==> src/rtl/frame_timer_pkg.sv <==
package frame_timer_pkg;
  // Strobes passed from the control counter to the output datapath
  typedef struct packed {
    logic sample;    // current cycle is frame cycle 0: latch frame inputs
    logic wrapNext;  // next cycle is frame cycle 0
    logic modeNext;  // next cycle is the handover cycle
  } strobe_t;
endpackage

==> src/rtl/frame_ctrl.sv <==
module frame_ctrl
  import frame_timer_pkg::*;
#(
  parameter int unsigned FRAME_LEN = 14934,
  parameter int unsigned MODE_AT   = 3790,
  parameter int unsigned CNT_W     = $clog2(FRAME_LEN)
) (
  input  logic             clk,
  input  logic             rstN,
  output logic [CNT_W-1:0] nextCnt,
  output strobe_t          strobes
);
  localparam logic [CNT_W-1:0] LAST_CNT = CNT_W'(FRAME_LEN - 1);
  localparam logic [CNT_W-1:0] MODE_CNT = CNT_W'(MODE_AT);

  logic [CNT_W-1:0] cnt;

  always_comb begin
    nextCnt = (cnt == LAST_CNT) ? '0 : cnt + 1'b1;
    strobes.sample   = (cnt == '0);
    strobes.wrapNext = (nextCnt == '0);
    strobes.modeNext = (nextCnt == MODE_CNT);
  end

  always_ff @(posedge clk or negedge rstN) begin
    if (!rstN) cnt <= '0;
    else       cnt <= nextCnt;
  end
endmodule

==> src/rtl/frame_datapath.sv <==
module frame_datapath
  import frame_timer_pkg::*;
#(
  parameter int unsigned CNT_W       = 14,
  parameter int unsigned VD_W        = 3,
  parameter int unsigned ROWS        = 12,
  parameter int unsigned REQ_BASE    = 3933,
  parameter int unsigned REQ_LEN     = 110,
  parameter int unsigned VD_STEP     = 114,
  parameter int unsigned ROW_STEP    = 912,
  parameter int unsigned EXTRA_START = 14877
) (
  input  logic             clk,
  input  logic             rstN,
  input  logic [CNT_W-1:0] nextCnt,
  input  strobe_t          strobes,
  input  logic [VD_W-1:0]  vDelay,
  input  logic             dispEnable,
  output logic             dispLatched,
  output logic             busReqN,
  output logic             modeSwitch,
  output logic             frameIrq
);
  logic [VD_W-1:0] vdLat;
  logic [31:0]     cntWide;
  logic [31:0]     vdOffset;
  logic [ROWS-1:0] rowHit;
  logic            extraHit;
  logic            reqNext;

  always_comb begin
    cntWide  = 32'(nextCnt);
    vdOffset = VD_STEP * 32'(vdLat);
  end

  // One window comparator per tile row
  for (genvar r = 0; r < ROWS; r++) begin : g_row
    logic [31:0] winStart;
    always_comb begin
      winStart  = REQ_BASE + vdOffset + ROW_STEP * r;
      rowHit[r] = (cntWide >= winStart) && (cntWide < winStart + REQ_LEN);
    end
  end

  always_comb begin
    extraHit = (vdLat == '0) && (cntWide >= EXTRA_START);
    reqNext  = dispLatched && ((|rowHit) || extraHit);
  end

  always_ff @(posedge clk or negedge rstN) begin
    if (!rstN) begin
      vdLat       <= '0;
      dispLatched <= 1'b0;
      busReqN     <= 1'b1;
      modeSwitch  <= 1'b0;
      frameIrq    <= 1'b0;
    end else begin
      if (strobes.sample) begin
        vdLat       <= vDelay;
        dispLatched <= dispEnable;
      end
      busReqN    <= ~reqNext;
      modeSwitch <= strobes.modeNext;
      frameIrq   <= strobes.wrapNext;
    end
  end
endmodule

==> src/rtl/frame_bus_timer.sv <==
module frame_bus_timer
  import frame_timer_pkg::*;
#(
  parameter int unsigned FRAME_LEN   = 14934,
  parameter int unsigned MODE_AT     = 3790,
  parameter int unsigned VD_W        = 3,
  parameter int unsigned ROWS        = 12,
  parameter int unsigned REQ_BASE    = 3933,
  parameter int unsigned REQ_LEN     = 110,
  parameter int unsigned VD_STEP     = 114,
  parameter int unsigned ROW_STEP    = 912,
  parameter int unsigned EXTRA_START = 14877
) (
  input  logic            clk,
  input  logic            rstN,
  input  logic [VD_W-1:0] vDelay,
  input  logic            dispEnable,
  output logic            busReqN,
  output logic            modeSwitch,
  output logic            frameIrq
);
  localparam int unsigned CNT_W = $clog2(FRAME_LEN);

  logic [CNT_W-1:0] nextCnt;
  strobe_t          strobes;
  logic             dispLatched;

  frame_ctrl #(
    .FRAME_LEN(FRAME_LEN), .MODE_AT(MODE_AT), .CNT_W(CNT_W)
  ) ctrl_i (
    .clk(clk), .rstN(rstN), .nextCnt(nextCnt), .strobes(strobes)
  );

  frame_datapath #(
    .CNT_W(CNT_W), .VD_W(VD_W), .ROWS(ROWS), .REQ_BASE(REQ_BASE),
    .REQ_LEN(REQ_LEN), .VD_STEP(VD_STEP), .ROW_STEP(ROW_STEP),
    .EXTRA_START(EXTRA_START)
  ) dp_i (
    .clk(clk), .rstN(rstN), .nextCnt(nextCnt), .strobes(strobes),
    .vDelay(vDelay), .dispEnable(dispEnable), .dispLatched(dispLatched),
    .busReqN(busReqN), .modeSwitch(modeSwitch), .frameIrq(frameIrq)
  );
endmodule

==> config.mk <==
export PLATFORM = sky130hd
export DESIGN_NAME = frame_bus_timer
export DESIGN_NICKNAME = d
export VERILOG_FILES = /design/src/rtl/frame_timer_pkg.sv /design/src/rtl/frame_ctrl.sv /design/src/rtl/frame_datapath.sv /design/src/rtl/frame_bus_timer.sv
export SDC_FILE = /design/constraint.sdc
export NUM_CORES = 1
export LEC_CHECK = 0
export ABC_AREA = 1
export BUFFER_PORTS_ARGS = -buffer_cell sky130_fd_sc_hd__buf_2
export CORE_MARGIN = 1
export CORE_UTILIZATION = 30
export DETAILED_ROUTE_END_ITERATION = 7
export HOLD_SLACK_MARGIN = 0.05
export SYNTH_ARGS = -nofsm -noshare
export SYNTH_HDL_FRONTEND = slang
export SYNTH_SLANG_ARGS = --single-unit
==> constraint.sdc <==
create_clock -name clk -period 9.3 [get_ports clk]
set_input_delay 1.395 -clock clk [delete_from_list [all_inputs] [get_ports clk]]
set_output_delay 1.395 -clock clk [all_outputs]
set_load 0.02 [all_outputs]
==> qor.yml <==
routing:
  ant_nets: 0
  drc: 0
  first_iter_violations: 647
  vias_per_cell: 5.18
  firstDrtPassIters: 5
  num_vias: 8896
  routed_wl_mm: 27.9
  wl_per_cell_um: 16.2
timing:
  timing.final.crit_share_pct: 60.7
  hold_viol: 0
  fin_crit_ps: 5640
  slew_violations: 0
  timing.setup.tns_ps: 0
  worst_slack_ps: 3660
  max_freq_ghz: 0.177
  slew_headroom_pct: 21.0
  clock_skew_ps: 9.83
  setup_viol: 0
  whs_ps: 475
  rsz0062_at_grt: "no"
  max_slew.worst_pin.slew_ps: 1180
cells_and_area:
  area_delta_synth_final_pct: 6.39
  final_common_cell: "nand2_1"
  nets: 1571
  most-common-layout-cells: "nand2_1, ha_1, inv_1"
  final_core_util_pct: 32.7
  drive_above_1_share_pct: 8.41
  instances_no_fill: 1716
  final_area_mm2: 0.00950
  n_fill_cell: 3197
place:
  gp_congestion: 0.943
  dp_cells: 1711
  port_buffers: 8
  hpwl_mm: 22.6
  place_area_mm2: 0.00942
  preCtsSetupSlack_ps: 3680
synth:
  ys.flop_type: "dfrtp_1"
  ys_seq_area_share_pct: 5.90
  synth_edf_count: 0
  synthesis.area_mm2: 0.00893
  synth_cell_types: 57
  async_reset_ff_share_pct: 100
  synth_area_per_cell_um2: 6.73
  yosysWarnings: 0
  synth-seq-cells: 21
  syn_inst: 1327
  syn_nets: 1566
worst_setup_path:
  r2r_end: "dp_i.busReqN"
  criticalPathCategory: "reg -> reg"
  r2r_cells: 25
  end_kind: "register"
  r2r_slack_ps: 3660
  required_ps: 9510
  cp.arrival_ps: 5850
  cp-start-kind: "register"
  r2r-start: "dp_i.vdLat[1]"
  worstPathMaxFanout: 12
floorplanning:
  ios: 9
  die_area_mm2: 0.0305
  dieHeight_um: 175
  start_util_pct: 30.8
  dieWidth_um: 175
  rows: 62
  fp.coreArea_mm2: 0.0290
power_and_ir_drop:
  p_sw_share_pct: 59.5
  pwr-share-clk_pct: 7.6
  pwr-share-seq_pct: 7.7
  power.total_mw: 1.24
  powerDensity_mw_per_mm2: 130
  vdd_drop_max_v: 0.0000483
  cellLeakagePower_nw: 5.21
  p_comb_share_pct: 84.7
  power_switching_mw: 0.736
  p_int_mw: 0.500
clocking:
  cts_resized: 0
  hold_buffers: 0
  cts_tree: "built"
  cts.sinks: 21
  clockBufferDepth: 2
  worst_skew_pair.late_latency_ps: 260
  cts_buffers: 3
  root_buffer: "clkbuf_16"
  cts_setup_buffers: 0
  htreeDepth: 1
  path_clk_slew_ps: 70
min_path:
  worstHoldPathType: "reg -> reg"
  hold_start: "dp_i.dispLatched"
  hold_depth: 1
  holdPathEnd: "dp_i.busReqN"
run:
  cap_violations: 0
global_routing:
  overflow: 0
  grt_pass1_vias: 8441
  grt_pass1_wl_mm: 44.8
  grt_use_total_pct: 18.4
  antenna_found_initial: 1
  grt_max_degree: 28
status:
  status: "finished clean"
==> layer usage <==
metal | routed length (µm) | GRT usage [%] | vias up
met2 | 12900 | 31.4 | 235
met1 | 12800 | 24.5 | 4131
met4 | 612 | 4.49 | 0
li1 | - | - | 4493
met5 | 0 | 0 | -
met3 | 1560 | 1.86 | 37
==> area by class of cell <==
| cell class | count | area (µm²) | share of cell area [%] |
|---|---|---|---|
| Clock inverter | 1 | 5.00 | 0.0527 |
| Antenna cell | 1 | 2.50 | 0.0263 |
| Multi-Input combinational cell | 1126 | 7700 | 81.0 |
| Sequential cell | 21 | 527 | 5.54 |
| Clock buffer | 3 | 75.1 | 0.790 |
| Tap cell | 384 | 480 | 5.06 |
| Timing Repair Buffer | 15 | 92.6 | 0.975 |
| Inverter | 165 | 622 | 6.55 |
==> kinds of logic (layout without fill, tap and decap cells) <==
group / count (synthesis) / in the layout / synth area share, %
and+or+nand+nor: 607 / 607 / 30.9
xor gates and xnor gates: 78 / 78 / 8.24
muxes: 4 / 4 / 0.504
buffers and inverters: 180 / 184 / 8.13
DFF: 21 / 21 / 5.90
other: 0 / 1 / 0
AOI/OAI and AO/OA: 204 / 204 / 13.5
adders and majority gates: 233 / 233 / 32.8
==> flip-flops by register name, indices dropped and copies added, names as in the netlist <==
signal            cells
ctrl_i.cnt           14
dp_i.vdLat            3
dp_i.modeSwitch       1
dp_i.busReqN          1
dp_i.frameIrq         1
dp_i.dispLatched      1
==> power groups by stage <==
stage	registers, mW	clock network (mW)	logic, mW
floorplan	0.0961	0	0.801
global placement	0.0967	0	1.02
detailed placement	0.0967	0	1.04
CTS	0.0950	0.0964	1.04
global route	0.0951	0.101	1.18
finish	0.0949	0.0946	1.05
==> worst max path at each step <==
stage,from,to
after global placement,dp_i.vdLat[0],dp_i.busReqN
after global routing,dp_i.vdLat[1],dp_i.busReqN
final,dp_i.vdLat[1],dp_i.busReqN
after CTS,dp_i.vdLat[1],dp_i.busReqN
after floorplan,dp_i.vdLat[1],dp_i.busReqN
after detailed placement,dp_i.vdLat[1],dp_i.busReqN
==> synth_stat cells, types with 7 or more instances <==
library cell | instances | area share [%]
a211oi_1 | 17 | 1.4
a21oi_1 | 106 | 5.9
buf_2 | 8 | 0.45
dfrtp_1 | 20 | 5.6
ha_1 | 231 | 32
inv_1 | 150 | 6.3
inv_2 | 14 | 0.59
nand2_1 | 326 | 14
nand2_2 | 21 | 1.5
nand3_1 | 58 | 3.3
nand4_1 | 29 | 2.0
nor2_1 | 93 | 3.9
nor3_1 | 30 | 1.7
nor3_2 | 12 | 1.3
o211ai_1 | 7 | 0.59
o21ai_0 | 31 | 1.7
xnor2_1 | 18 | 1.8
xor2_1 | 53 | 5.2
==> critical path: stages (launching register included) <==
cell and delay (ps):
dfrtp_1 560, inv_1 260, fa_1 570, inv_2 50
ha_1 320, inv_1 90, ha_1 610, inv_1 310
ha_1 300, a21oi_1 430, a21oi_1 150, or2_2 290
nand2_1 190, nor3_2 80, xor2_1 140, ha_1 300
nand2_1 70, o21ai_0 160, nand3_1 90, nand4_1 120
nand2_1 70, inv_1 110, nand2_1 70, nor2_1 90
nand2_1 60, nand2_1 50
Power figures use the tool's default switching activity.
